### src/rtl/steer_pkg.sv
// Shared types for the steering unit.
// Assumes nothing beyond the parameter rules of the modules that import it.
package steer_pkg;

    // Which branch of the decision tree produced the placement.
    typedef enum logic [1:0] {
        PICK_NONE   = 2'd0,
        PICK_CHAIN0 = 2'd1,
        PICK_CHAIN1 = 2'd2,
        PICK_VACANT = 2'd3
    } pick_kind_e;

endpackage

### src/rtl/steer_prod_table.sv
// Last-producer table with a per-register chained flag.
// Two read ports serve the two sources. A chain mark and a producer
// write may arrive in the same cycle. When both name one register, the
// write wins, because the instruction becomes the new producer.
// Assumes: after reset every register points at buffer 0 and is marked
// chained, so a stale source never chains onto an unknown producer.
module steer_prod_table #(
    parameter int NUM_REGS = 32,
    parameter int BUF_W    = 5,
    localparam int REG_W   = $clog2(NUM_REGS)
) (
    input  logic             clk,
    input  logic             rst_n,
    input  logic [REG_W-1:0] rd0_reg,
    input  logic [REG_W-1:0] rd1_reg,
    output logic [BUF_W-1:0] rd0_buf,
    output logic [BUF_W-1:0] rd1_buf,
    output logic             rd0_full,
    output logic             rd1_full,
    input  logic             mark_en,
    input  logic [REG_W-1:0] mark_reg,
    input  logic             wr_en,
    input  logic [REG_W-1:0] wr_reg,
    input  logic [BUF_W-1:0] wr_buf
);

    logic [BUF_W-1:0]    prod_q [NUM_REGS];
    logic [NUM_REGS-1:0] full_q;

    // Read ports: combinational lookup for both sources.
    always_comb begin
        rd0_buf  = prod_q[rd0_reg];
        rd1_buf  = prod_q[rd1_reg];
        rd0_full = full_q[rd0_reg];
        rd1_full = full_q[rd1_reg];
    end

    // Table update: apply the chain mark first, then the producer write.
    always_ff @(posedge clk) begin
        if (!rst_n) begin
            for (int r = 0; r < NUM_REGS; r++) begin
                prod_q[r] <= '0;
            end
            full_q <= '1;
        end else begin
            if (mark_en) begin
                full_q[mark_reg] <= 1'b1;
            end
            if (wr_en) begin
                prod_q[wr_reg] <= wr_buf;
                full_q[wr_reg] <= 1'b0;
            end
        end
    end

endmodule

### src/rtl/steer_vacancy.sv
// Vacancy vector over all buffers, plus a lowest-index picker limited to
// the clusters enabled by the mask.
// Assumes buffers are numbered cluster-major, BUFS_PER_CL per cluster.
// When a drain and an allocation name one buffer in the same cycle, the
// allocation wins.
module steer_vacancy #(
    parameter int NUM_CL      = 2,
    parameter int BUFS_PER_CL = 16,
    localparam int NUM_BUFS   = NUM_CL * BUFS_PER_CL,
    localparam int BUF_W      = $clog2(NUM_BUFS)
) (
    input  logic                clk,
    input  logic                rst_n,
    input  logic                alloc_en,
    input  logic [BUF_W-1:0]    alloc_buf,
    input  logic                free_en,
    input  logic [BUF_W-1:0]    free_buf,
    input  logic [NUM_CL-1:0]   cl_mask,
    output logic                pick_found,
    output logic [BUF_W-1:0]    pick_buf,
    output logic [NUM_BUFS-1:0] vacant_o
);

    logic [NUM_BUFS-1:0] vacant_q;
    logic [NUM_BUFS-1:0] eligible;

    // Eligibility: a buffer qualifies if vacant and its cluster is enabled.
    for (genvar b = 0; b < NUM_BUFS; b++) begin : g_elig
        assign eligible[b] = vacant_q[b] & cl_mask[b / BUFS_PER_CL];
    end

    // Priority encoder: the lowest eligible index wins.
    always_comb begin
        pick_found = 1'b0;
        pick_buf   = '0;
        for (int b = NUM_BUFS - 1; b >= 0; b--) begin
            if (eligible[b]) begin
                pick_found = 1'b1;
                pick_buf   = BUF_W'(b);
            end
        end
    end

    // Vacancy update: the drain frees a buffer, the allocation then overrides.
    always_ff @(posedge clk) begin
        if (!rst_n) begin
            vacant_q <= '1;
        end else begin
            if (free_en) begin
                vacant_q[free_buf] <= 1'b1;
            end
            if (alloc_en) begin
                vacant_q[alloc_buf] <= 1'b0;
            end
        end
    end

    assign vacant_o = vacant_q;

endmodule

### src/rtl/steer_decide.sv
// Cluster-affine decision tree.
// It produces the cluster mask for the vacancy picker, then chooses
// between chaining behind a producer and taking a vacant buffer.
// Assumes an outstanding source's producer still holds its buffer.
module steer_decide
    import steer_pkg::*;
#(
    parameter int NUM_CL      = 2,
    parameter int BUFS_PER_CL = 16,
    localparam int BUF_W      = $clog2(NUM_CL * BUFS_PER_CL),
    localparam int CL_SHIFT   = $clog2(BUFS_PER_CL)
) (
    input  logic              src0_pend,
    input  logic              src1_pend,
    input  logic [BUF_W-1:0]  prod0_buf,
    input  logic [BUF_W-1:0]  prod1_buf,
    input  logic              prod0_full,
    input  logic              prod1_full,
    input  logic              pick_found,
    input  logic [BUF_W-1:0]  pick_buf,
    output logic [NUM_CL-1:0] cl_mask,
    output pick_kind_e        kind,
    output logic [BUF_W-1:0]  target_buf
);

    logic [BUF_W-1:0] cl0_full_w;
    logic [BUF_W-1:0] cl1_full_w;

    assign cl0_full_w = prod0_buf >> CL_SHIFT;
    assign cl1_full_w = prod1_buf >> CL_SHIFT;

    // Cluster mask: everything when independent, else the producers' clusters.
    for (genvar c = 0; c < NUM_CL; c++) begin : g_mask
        assign cl_mask[c] = (!src0_pend && !src1_pend)
                          || (src0_pend && (cl0_full_w == BUF_W'(c)))
                          || (src1_pend && (cl1_full_w == BUF_W'(c)));
    end

    // Decision: chain behind source 0, then source 1, then fall back to a vacancy.
    always_comb begin
        kind       = PICK_NONE;
        target_buf = '0;
        if (src0_pend && !prod0_full) begin
            kind       = PICK_CHAIN0;
            target_buf = prod0_buf;
        end else if (src1_pend && !prod1_full) begin
            kind       = PICK_CHAIN1;
            target_buf = prod1_buf;
        end else if (pick_found) begin
            kind       = PICK_VACANT;
            target_buf = pick_buf;
        end
    end

endmodule

### src/rtl/steer_unit.sv
// Top of the steering unit. It places one renamed instruction per cycle
// into a buffer and notifies the producers' units of the chosen unit.
// Assumes buffer IDs are unit-major (BUFS_PER_EU per unit) and units are
// cluster-major (EUS_PER_CL per cluster). All counts are powers of two.
module steer_unit
    import steer_pkg::*;
#(
    parameter int NUM_REGS    = 32,
    parameter int NUM_CL      = 2,
    parameter int EUS_PER_CL  = 4,
    parameter int BUFS_PER_EU = 4,
    localparam int NUM_EUS     = NUM_CL * EUS_PER_CL,
    localparam int BUFS_PER_CL = EUS_PER_CL * BUFS_PER_EU,
    localparam int NUM_BUFS    = NUM_CL * BUFS_PER_CL,
    localparam int REG_W       = $clog2(NUM_REGS),
    localparam int BUF_W       = $clog2(NUM_BUFS),
    localparam int EU_W        = $clog2(NUM_EUS),
    localparam int EU_SHIFT    = $clog2(BUFS_PER_EU)
) (
    input  logic               clk,
    input  logic               rst_n,
    input  logic               in_valid,
    input  logic [REG_W-1:0]   src0_reg,
    input  logic               src0_pend,
    input  logic [REG_W-1:0]   src1_reg,
    input  logic               src1_pend,
    input  logic [REG_W-1:0]   dst_reg,
    input  logic               dst_valid,
    input  logic               drain_valid,
    input  logic [BUF_W-1:0]   drain_buf,
    output logic               steer_fire,
    output logic [BUF_W-1:0]   steer_buf,
    output logic [EU_W-1:0]    steer_eu,
    output logic               steer_stall,
    output logic [NUM_EUS-1:0] notify_mask
);

    logic [BUF_W-1:0]    prod0_buf;
    logic [BUF_W-1:0]    prod1_buf;
    logic                prod0_full;
    logic                prod1_full;
    logic [NUM_CL-1:0]   cl_mask;
    logic                pick_found;
    logic [BUF_W-1:0]    pick_buf;
    logic [NUM_BUFS-1:0] vacant_vec;
    pick_kind_e          kind;
    logic [BUF_W-1:0]    target_buf;
    logic                mark_en;
    logic [REG_W-1:0]    mark_reg;
    logic [BUF_W-1:0]    eu0_w;
    logic [BUF_W-1:0]    eu1_w;
    logic [BUF_W-1:0]    eu_sel_w;

    steer_prod_table #(
        .NUM_REGS (NUM_REGS),
        .BUF_W    (BUF_W)
    ) table_i (
        .clk      (clk),
        .rst_n    (rst_n),
        .rd0_reg  (src0_reg),
        .rd1_reg  (src1_reg),
        .rd0_buf  (prod0_buf),
        .rd1_buf  (prod1_buf),
        .rd0_full (prod0_full),
        .rd1_full (prod1_full),
        .mark_en  (mark_en),
        .mark_reg (mark_reg),
        .wr_en    (steer_fire && dst_valid),
        .wr_reg   (dst_reg),
        .wr_buf   (target_buf)
    );

    steer_vacancy #(
        .NUM_CL      (NUM_CL),
        .BUFS_PER_CL (BUFS_PER_CL)
    ) vac_i (
        .clk        (clk),
        .rst_n      (rst_n),
        .alloc_en   (steer_fire && (kind == PICK_VACANT)),
        .alloc_buf  (target_buf),
        .free_en    (drain_valid),
        .free_buf   (drain_buf),
        .cl_mask    (cl_mask),
        .pick_found (pick_found),
        .pick_buf   (pick_buf),
        .vacant_o   (vacant_vec)
    );

    steer_decide #(
        .NUM_CL      (NUM_CL),
        .BUFS_PER_CL (BUFS_PER_CL)
    ) dec_i (
        .src0_pend  (src0_pend),
        .src1_pend  (src1_pend),
        .prod0_buf  (prod0_buf),
        .prod1_buf  (prod1_buf),
        .prod0_full (prod0_full),
        .prod1_full (prod1_full),
        .pick_found (pick_found),
        .pick_buf   (pick_buf),
        .cl_mask    (cl_mask),
        .kind       (kind),
        .target_buf (target_buf)
    );

    // Handshake: place when a choice exists, otherwise stall a valid instruction.
    always_comb begin
        steer_fire  = in_valid && (kind != PICK_NONE);
        steer_stall = in_valid && (kind == PICK_NONE);
        steer_buf   = target_buf;
        mark_en     = steer_fire && ((kind == PICK_CHAIN0) || (kind == PICK_CHAIN1));
        mark_reg    = (kind == PICK_CHAIN1) ? src1_reg : src0_reg;
    end

    assign eu0_w    = prod0_buf >> EU_SHIFT;
    assign eu1_w    = prod1_buf >> EU_SHIFT;
    assign eu_sel_w = target_buf >> EU_SHIFT;
    assign steer_eu = eu_sel_w[EU_W-1:0];

    // Producer notification: one bit per unit that holds an outstanding producer.
    for (genvar e = 0; e < NUM_EUS; e++) begin : g_notify
        assign notify_mask[e] = steer_fire
                              && ((src0_pend && (eu0_w == BUF_W'(e)))
                               || (src1_pend && (eu1_w == BUF_W'(e))));
    end

endmodule

### config.mk
export PLATFORM = sky130hd
export DESIGN_NAME = steer_unit
export DESIGN_NICKNAME = d
export VERILOG_FILES = /design/src/rtl/steer_pkg.sv /design/src/rtl/steer_prod_table.sv /design/src/rtl/steer_vacancy.sv /design/src/rtl/steer_decide.sv /design/src/rtl/steer_unit.sv
export SDC_FILE = /design/constraint.sdc
export NUM_CORES = 1
export LEC_CHECK = 0
export ABC_AREA = 0
export BUFFER_PORTS_ARGS = -buffer_cell sky130_fd_sc_hd__buf_2
export CAP_MARGIN = 5
export CORE_UTILIZATION = 60
export DETAILED_ROUTE_END_ITERATION = 8
export GPL_TIMING_DRIVEN = 0
export PLACE_DENSITY = 0.78
export SLEW_MARGIN = 20
export SYNTH_ARGS = -nofsm -noshare
export SYNTH_HDL_FRONTEND = slang
export SYNTH_SLANG_ARGS = --single-unit
### constraint.sdc
create_clock -name clk -period 5.81 [get_ports clk]
set_input_delay 0.8715 -clock clk [delete_from_list [all_inputs] [get_ports clk]]
set_output_delay 0.8715 -clock clk [all_outputs]
set_load 0.02 [all_outputs]
# [Word-level counts from Yosys, hierarchy flattened]
# Memory sizes are Yosys's and may differ from the RTL's.
# Cells that the tools add are included.
[op_classes] magnitude_cmp=10 n_eq_ne=17 mux=96 bitwise=38 reduce_logical=64
[ops] op="2-to-1 mux 32 bit" n=6
[ops] op="2-to-1 mux 5 bit" n=38
[ops] op="bitwise AND 32 bit" n=2
[ops] op="inverter 32 bit" n=2
[ops] op="OR 32 bit" n=2
[ops] op="2-to-1 mux 1 bit" n=43
[ops] op="logical AND 1 bit" n=40
[ops] op="< comparator 5 x 6 -> 1 bit, second input constant" n=6
[ops] op="bitwise AND 1 bit" n=32
[ops] op="== test 3 bit, second input constant" n=8
[ops] op="demux 1 bit (select 5 bit)" n=4
[ops] op=">= comparator 5 x 1 -> 1 bit, second input constant" n=4
[ops] op="zero test 5 bit" n=4
[ops] op="logical OR 1 bit" n=13
[ops] op="== test 3 x 2 -> 1 bit, second input constant" n=4
[ops] op="binary-select mux 1 bit (select 5 bit)" n=2
[ops] op="== test 3 x 1 -> 1 bit, second input constant" n=2
[ops] op="2-to-1 mux 2 bit" n=3
[ops] op="OR reduction 5 bit" n=1
[ops] op="== test 2 bit, second input constant" n=2
[ops] op="zero test 1 bit" n=4
[ops] op="== test 2 x 1 -> 1 bit, second input constant" n=1
[ops] op="zero test 2 bit" n=1
[ops] op="nonzero test 2 bit" n=1
[totals] register_bits=64 ramBits=160 in_bits=27 output_inout_bits=18 word_cells=228 mem_count=1
[mem_list] name="table_i.prod_q" words=32 width=5 rd=2 rd_clocked_by_memory_dff=0 wr=32 line_no="steer_prod_table.sv:27" text="logic [BUF_W-1:0] prod_q [NUM_REGS];"

# [Depth between registers and ports, before layout]
[logic_depth] ltp_word=51 depth_mapped=20 ltp_nobuf=15

# [By module]
# Synthesis repeated with hierarchy kept, for this count alone.
[hier_totals] hier_cells=1042 area_unflattened_um2=12842.3
[modules_own_cells] mod="steer_prod_table" n_inst=1 cells_each=728 area_each_um2=10503.8 seq_area_each_um2=5445.2
[modules_own_cells] mod="steer_vacancy" n_inst=1 cells_each=234 area_each_um2=1769.2 seq_area_each_um2=640.6
[modules_own_cells] mod="steer_unit" n_inst=1 cells_each=44 area_each_um2=356.6 seq_area_each_um2=0.0
[modules_own_cells] mod="steer_decide" n_inst=1 cells_each=36 area_each_um2=212.7 seq_area_each_um2=0.0

# [Worst setup path after synthesis]
# Ideal clock, no wire load.
[synth_path] kind="input-to-reg" start="input port src0_reg[0]" end="memory table_i.prod_q[5][0] (enable)" setup_ps=314 arrival_time_ps=4705 required_time_ps=5496 slack_ps=791 cell_stages=18 n_path_buf=5 cell_sequence="buf_6 > buf_6 > mux4_2 > a22oi_1 > nand4_1 > a21oi_1 > buf_2 > nand2b_1 > inv_1 > ha_1 > nand2b_1 > clkbuf_1 > inv_1 > nand3_1 > nor3b_1 > clkbuf_1 > nand2_1 > nand2_1"
[synth_lines] item="from (decl)" line_no="steer_unit.sv:23" text="input logic [REG_W-1:0] src0_reg,"
[synth_lines] item="to (decl)" line_no="steer_prod_table.sv:27"

==> metrics.txt <==
# TYPE chip_impl_metric gauge
chip_impl_info{name="run_status",value="complete, no violations"} 1
chip_impl_info{name="holdCritPathClass",value="flip-flop to flip-flop"} 1
chip_impl_info{name="startpoint_type",value="input port"} 1
chip_impl_metric{name="finalHoldWorstSlack",unit="ns"} 0.513
chip_impl_metric{name="number_of_warning_messages_in_the_yosys_log",unit=""} 0
chip_impl_metric{name="mappedNetlistNets",unit=""} 1233
chip_impl_metric{name="finalSetupViolCount",unit=""} 0
chip_impl_metric{name="floorplan.core_area",unit="sq um"} 21200
chip_impl_info{name="criticalPathCategory",value="input port to flip-flop"} 1
chip_impl_metric{name="detailedPlace.worstSlack",unit="ns"} -0.963
chip_impl_metric{name="grt_max_degree",unit=""} 14
chip_impl_metric{name="global_route_wire_length_before_repair",unit="mm"} 62.6
chip_impl_metric{name="die-width",unit="um"} 150
chip_impl_metric{name="final_nets",unit=""} 1293
chip_impl_metric{name="period_minus_slack",unit="ns"} 5.74
chip_impl_info{name="final_common_cell",value="sky130_fd_sc_hd__nor2_1"} 1
chip_impl_metric{name="die_outline_area",unit="sq um"} 22400
chip_impl_metric{name="cts_post_setup_buffers_inserted",unit=""} 0
chip_impl_metric{name="num_rows",unit=""} 53
chip_impl_metric{name="place.detailed.instances",unit=""} 1512
chip_impl_metric{name="clkLatencyLatePin",unit="ns"} 0.56
chip_impl_metric{name="synth-seq-cells",unit=""} 224
chip_impl_metric{name="drv.max_cap_violation_count",unit=""} 0
chip_impl_metric{name="fp.dieH",unit="um"} 150
chip_impl_metric{name="start_util",unit="%"} 61.7
chip_impl_metric{name="final_hold_viol_count",unit=""} 0
chip_impl_metric{name="dpl_cell_area",unit="sq um"} 13700
chip_impl_info{name="post_synth_main_area_contributors",value="sky130_fd_sc_hd__edfxtp_1, sky130_fd_sc_hd__mux4_2, sky130_fd_sc_hd__dfxtp_1, sky130_fd_sc_hd__nor2_1, sky130_fd_sc_hd__nand2_1"} 1
chip_impl_metric{name="numCtsBuffers",unit=""} 25
chip_impl_info{name="mostFrequentLayoutCells",value="sky130_fd_sc_hd__nor2_1, sky130_fd_sc_hd__edfxtp_1, sky130_fd_sc_hd__nand2_1"} 1
chip_impl_metric{name="worst_ep_required_time",unit="ns"} 6.04
chip_impl_info{name="cts_root_buffer",value="sky130_fd_sc_hd__clkbuf_16"} 1
chip_impl_metric{name="grt_total_ovfl",unit=""} 0
chip_impl_metric{name="antenna_found_initial",unit=""} 0
chip_impl_metric{name="vias",unit=""} 10938
chip_impl_metric{name="final.period_utilization",unit="%"} 98.8
chip_impl_metric{name="postLayoutCoreUtil",unit="%"} 68.5
chip_impl_metric{name="reg2reg_setup_slack",unit="ns"} 0.63
chip_impl_metric{name="num_antenna_cells",unit=""} 0
chip_impl_metric{name="fin_cells",unit=""} 1556
chip_impl_info{name="yosys.area.top_type",value="sky130_fd_sc_hd__edfxtp_1"} 1
chip_impl_metric{name="syn_area_per_cell",unit="sq um"} 10.9
chip_impl_metric{name="peakVddDrop",unit="mV"} 0.256
chip_impl_metric{name="drive_above_1_share",unit="%"} 19.7
chip_impl_metric{name="port_buffers",unit=""} 31
chip_impl_metric{name="vias_per_cell",unit=""} 7.03
chip_impl_metric{name="synth-edff-count",unit=""} 160
chip_impl_metric{name="setup_tns",unit="ns"} 0
chip_impl_metric{name="htreeDepth",unit=""} 1
chip_impl_metric{name="stdcell_area",unit="sq um"} 14500
chip_impl_metric{name="skew",unit="ns"} 0.0180
chip_impl_metric{name="worst_setup_hold_path_clk_slew",unit="ns"} 0.06
chip_impl_info{name="dominantRegCellSynth",value="sky130_fd_sc_hd__edfxtp_1"} 1
chip_impl_metric{name="arrival",unit="ns"} 5.97
chip_impl_info{name="tritoncts",value="built"} 1
chip_impl_metric{name="power_leakage",unit="nW"} 5.36
chip_impl_metric{name="gp_routability_congestion",unit=""} 1.05
chip_impl_metric{name="yosys_cell_types",unit=""} 71
chip_impl_metric{name="number_of_clock_sinks",unit=""} 224
chip_impl_metric{name="timing.fmax",unit="GHz"} 0.174
chip_impl_metric{name="path_max_fanout",unit=""} 10
chip_impl_metric{name="avgRoutedWirePerCell",unit="um"} 27.5
chip_impl_metric{name="global_routing_usage_summed_across_all_routing_layers",unit="%"} 39.0
chip_impl_metric{name="max_clock_buf_depth",unit=""} 3
chip_impl_metric{name="slew_viol_final",unit=""} 0
chip_impl_metric{name="first_iter_violations",unit=""} 1334
chip_impl_metric{name="synth-seq-area-share",unit="%"} 46.5
chip_impl_metric{name="report.power.total",unit="mW"} 4.20
chip_impl_metric{name="finalWirelength",unit="mm"} 42.8
chip_impl_info{name="endpoint_kind",value="flip-flop"} 1
chip_impl_metric{name="async_reset_ff_share",unit="%"} 0
chip_impl_metric{name="antenna_left",unit=""} 0
chip_impl_metric{name="flow.area_growth_from_synthesis",unit="%"} 11.0
chip_impl_metric{name="yosysTopAreaCellShare",unit="%"} 36.7
chip_impl_metric{name="post_synthesis_cell_area",unit="sq um"} 13100
chip_impl_metric{name="post_cts_hold_buffer_count",unit=""} 0
chip_impl_metric{name="max_slew.worst_pin.slew",unit="ns"} 0.986
chip_impl_metric{name="drt-pass1-iter-count",unit=""} 6
chip_impl_metric{name="drc",unit=""} 0
chip_impl_metric{name="max_slew_margin",unit="%"} 33.7
chip_impl_metric{name="finalWorstSetupSlack",unit="ns"} 0.0675
chip_impl_metric{name="powerDensity",unit="nW/um^2"} 289
chip_impl_metric{name="synth_cells",unit=""} 1203
chip_impl_metric{name="detailedPlacementHpwl",unit="mm"} 31.1
chip_impl_metric{name="design.portCount",unit=""} 45
chip_impl_metric{name="grt_pass1_vias",unit=""} 10175
==> kinds of logic (layout without fill, tap and decap cells) <==
family | after synthesis | after routing | synth area share (%)
adder cells (fa/ha/maj) | 3 | 3 | 0.287
AND/OR/NAND/NOR | 510 | 510 | 18.0
flip-flops | 224 | 224 | 46.5
multiplexers | 141 | 141 | 20.0
buffers and inverters | 125 | 203 | 4.76
AO/OA/AOI/OAI | 200 | 200 | 10.5
==> worst max-delay path, cell delays in order <==
cell	delay (ns)
sky130_fd_sc_hd__buf_4	0.16
sky130_fd_sc_hd__buf_2	0.37
sky130_fd_sc_hd__clkbuf_4	0.40
sky130_fd_sc_hd__mux4_2	0.35
sky130_fd_sc_hd__o2111ai_1	0.22
sky130_fd_sc_hd__nand4_1	0.23
sky130_fd_sc_hd__nand2_1	0.33
sky130_fd_sc_hd__o41ai_2	0.19
sky130_fd_sc_hd__nand2b_1	0.15
sky130_fd_sc_hd__inv_1	0.07
sky130_fd_sc_hd__ha_1	0.21
sky130_fd_sc_hd__nand2b_1	0.14
sky130_fd_sc_hd__clkbuf_1	0.19
sky130_fd_sc_hd__inv_1	0.29
sky130_fd_sc_hd__nand3_1	0.35
sky130_fd_sc_hd__nor2_4	0.41
sky130_fd_sc_hd__clkbuf_2	0.36
sky130_fd_sc_hd__nand2_1	0.29
sky130_fd_sc_hd__nand2_1	0.37
==> report_power, final <==
group	total, mW	internal [mW]	leakage, nW	switching (mW)
clock	1.67	0.997	0.409	0.672
combinational	0.748	0.244	2.78	0.505
sequential	1.79	1.75	2.17	0.0304
total	4.20	3.00	5.36	1.21
==> synth_stat cells, drive strengths merged, types with 34 or more instances <==
cell type	number
inv	36
dfxtp	64
nand2	126
clkbuf	34
buf	53
a21oi	61
edfxtp	160
a31oi	39
mux2i	42
nand2b	36
nor2	226
mux4	95
==> sequential cells by signal, summed over array words and instances (netlist names) <==
name            flops
table_i.prod_q    160
table_i.full_q     32
vac_i.vacant_o     32
==> timing repair <==
item / 4_1_cts / 5_1_grt
endpoints found under the setup margin: 33 / 36
gates resized for setup: 5 / 12
pin swaps: 0 / 0
==> final cells by class <==
cell class	count	area [sq um]
buffer	86	492
clock buffer	32	672
clock inverter	13	180
fill	1583	6680
inverter	38	143
multi-input combinational	854	6450
sequential	224	6090
tap	275	344
timing repair buffer	34	178
==> path summary, 6_finish.rpt <==
| check | start | end | cells past startpoint |
|---|---|---|---|
| max | src1_reg[1] | table_i.prod_q[27][4] | 19 |
| min | table_i.full_q[5] | table_i.full_q[5] | 2 |
| max reg2reg | vac_i.vacant_o[30] | table_i.prod_q[27][4] | 17 |
| min reg2reg | table_i.full_q[5] | table_i.full_q[5] | 2 |
==> layer usage <==
layer  wire [um]  global-route usage, %  share of wire (%)
met2       19200                   58.4                 45
met3        5460                   8.54                 13
met1       15600                   53.1                 36
met5           0                      0                  0
met4        2560                   21.3                6.0
No activity file was read; power rests on OpenSTA's default activity.
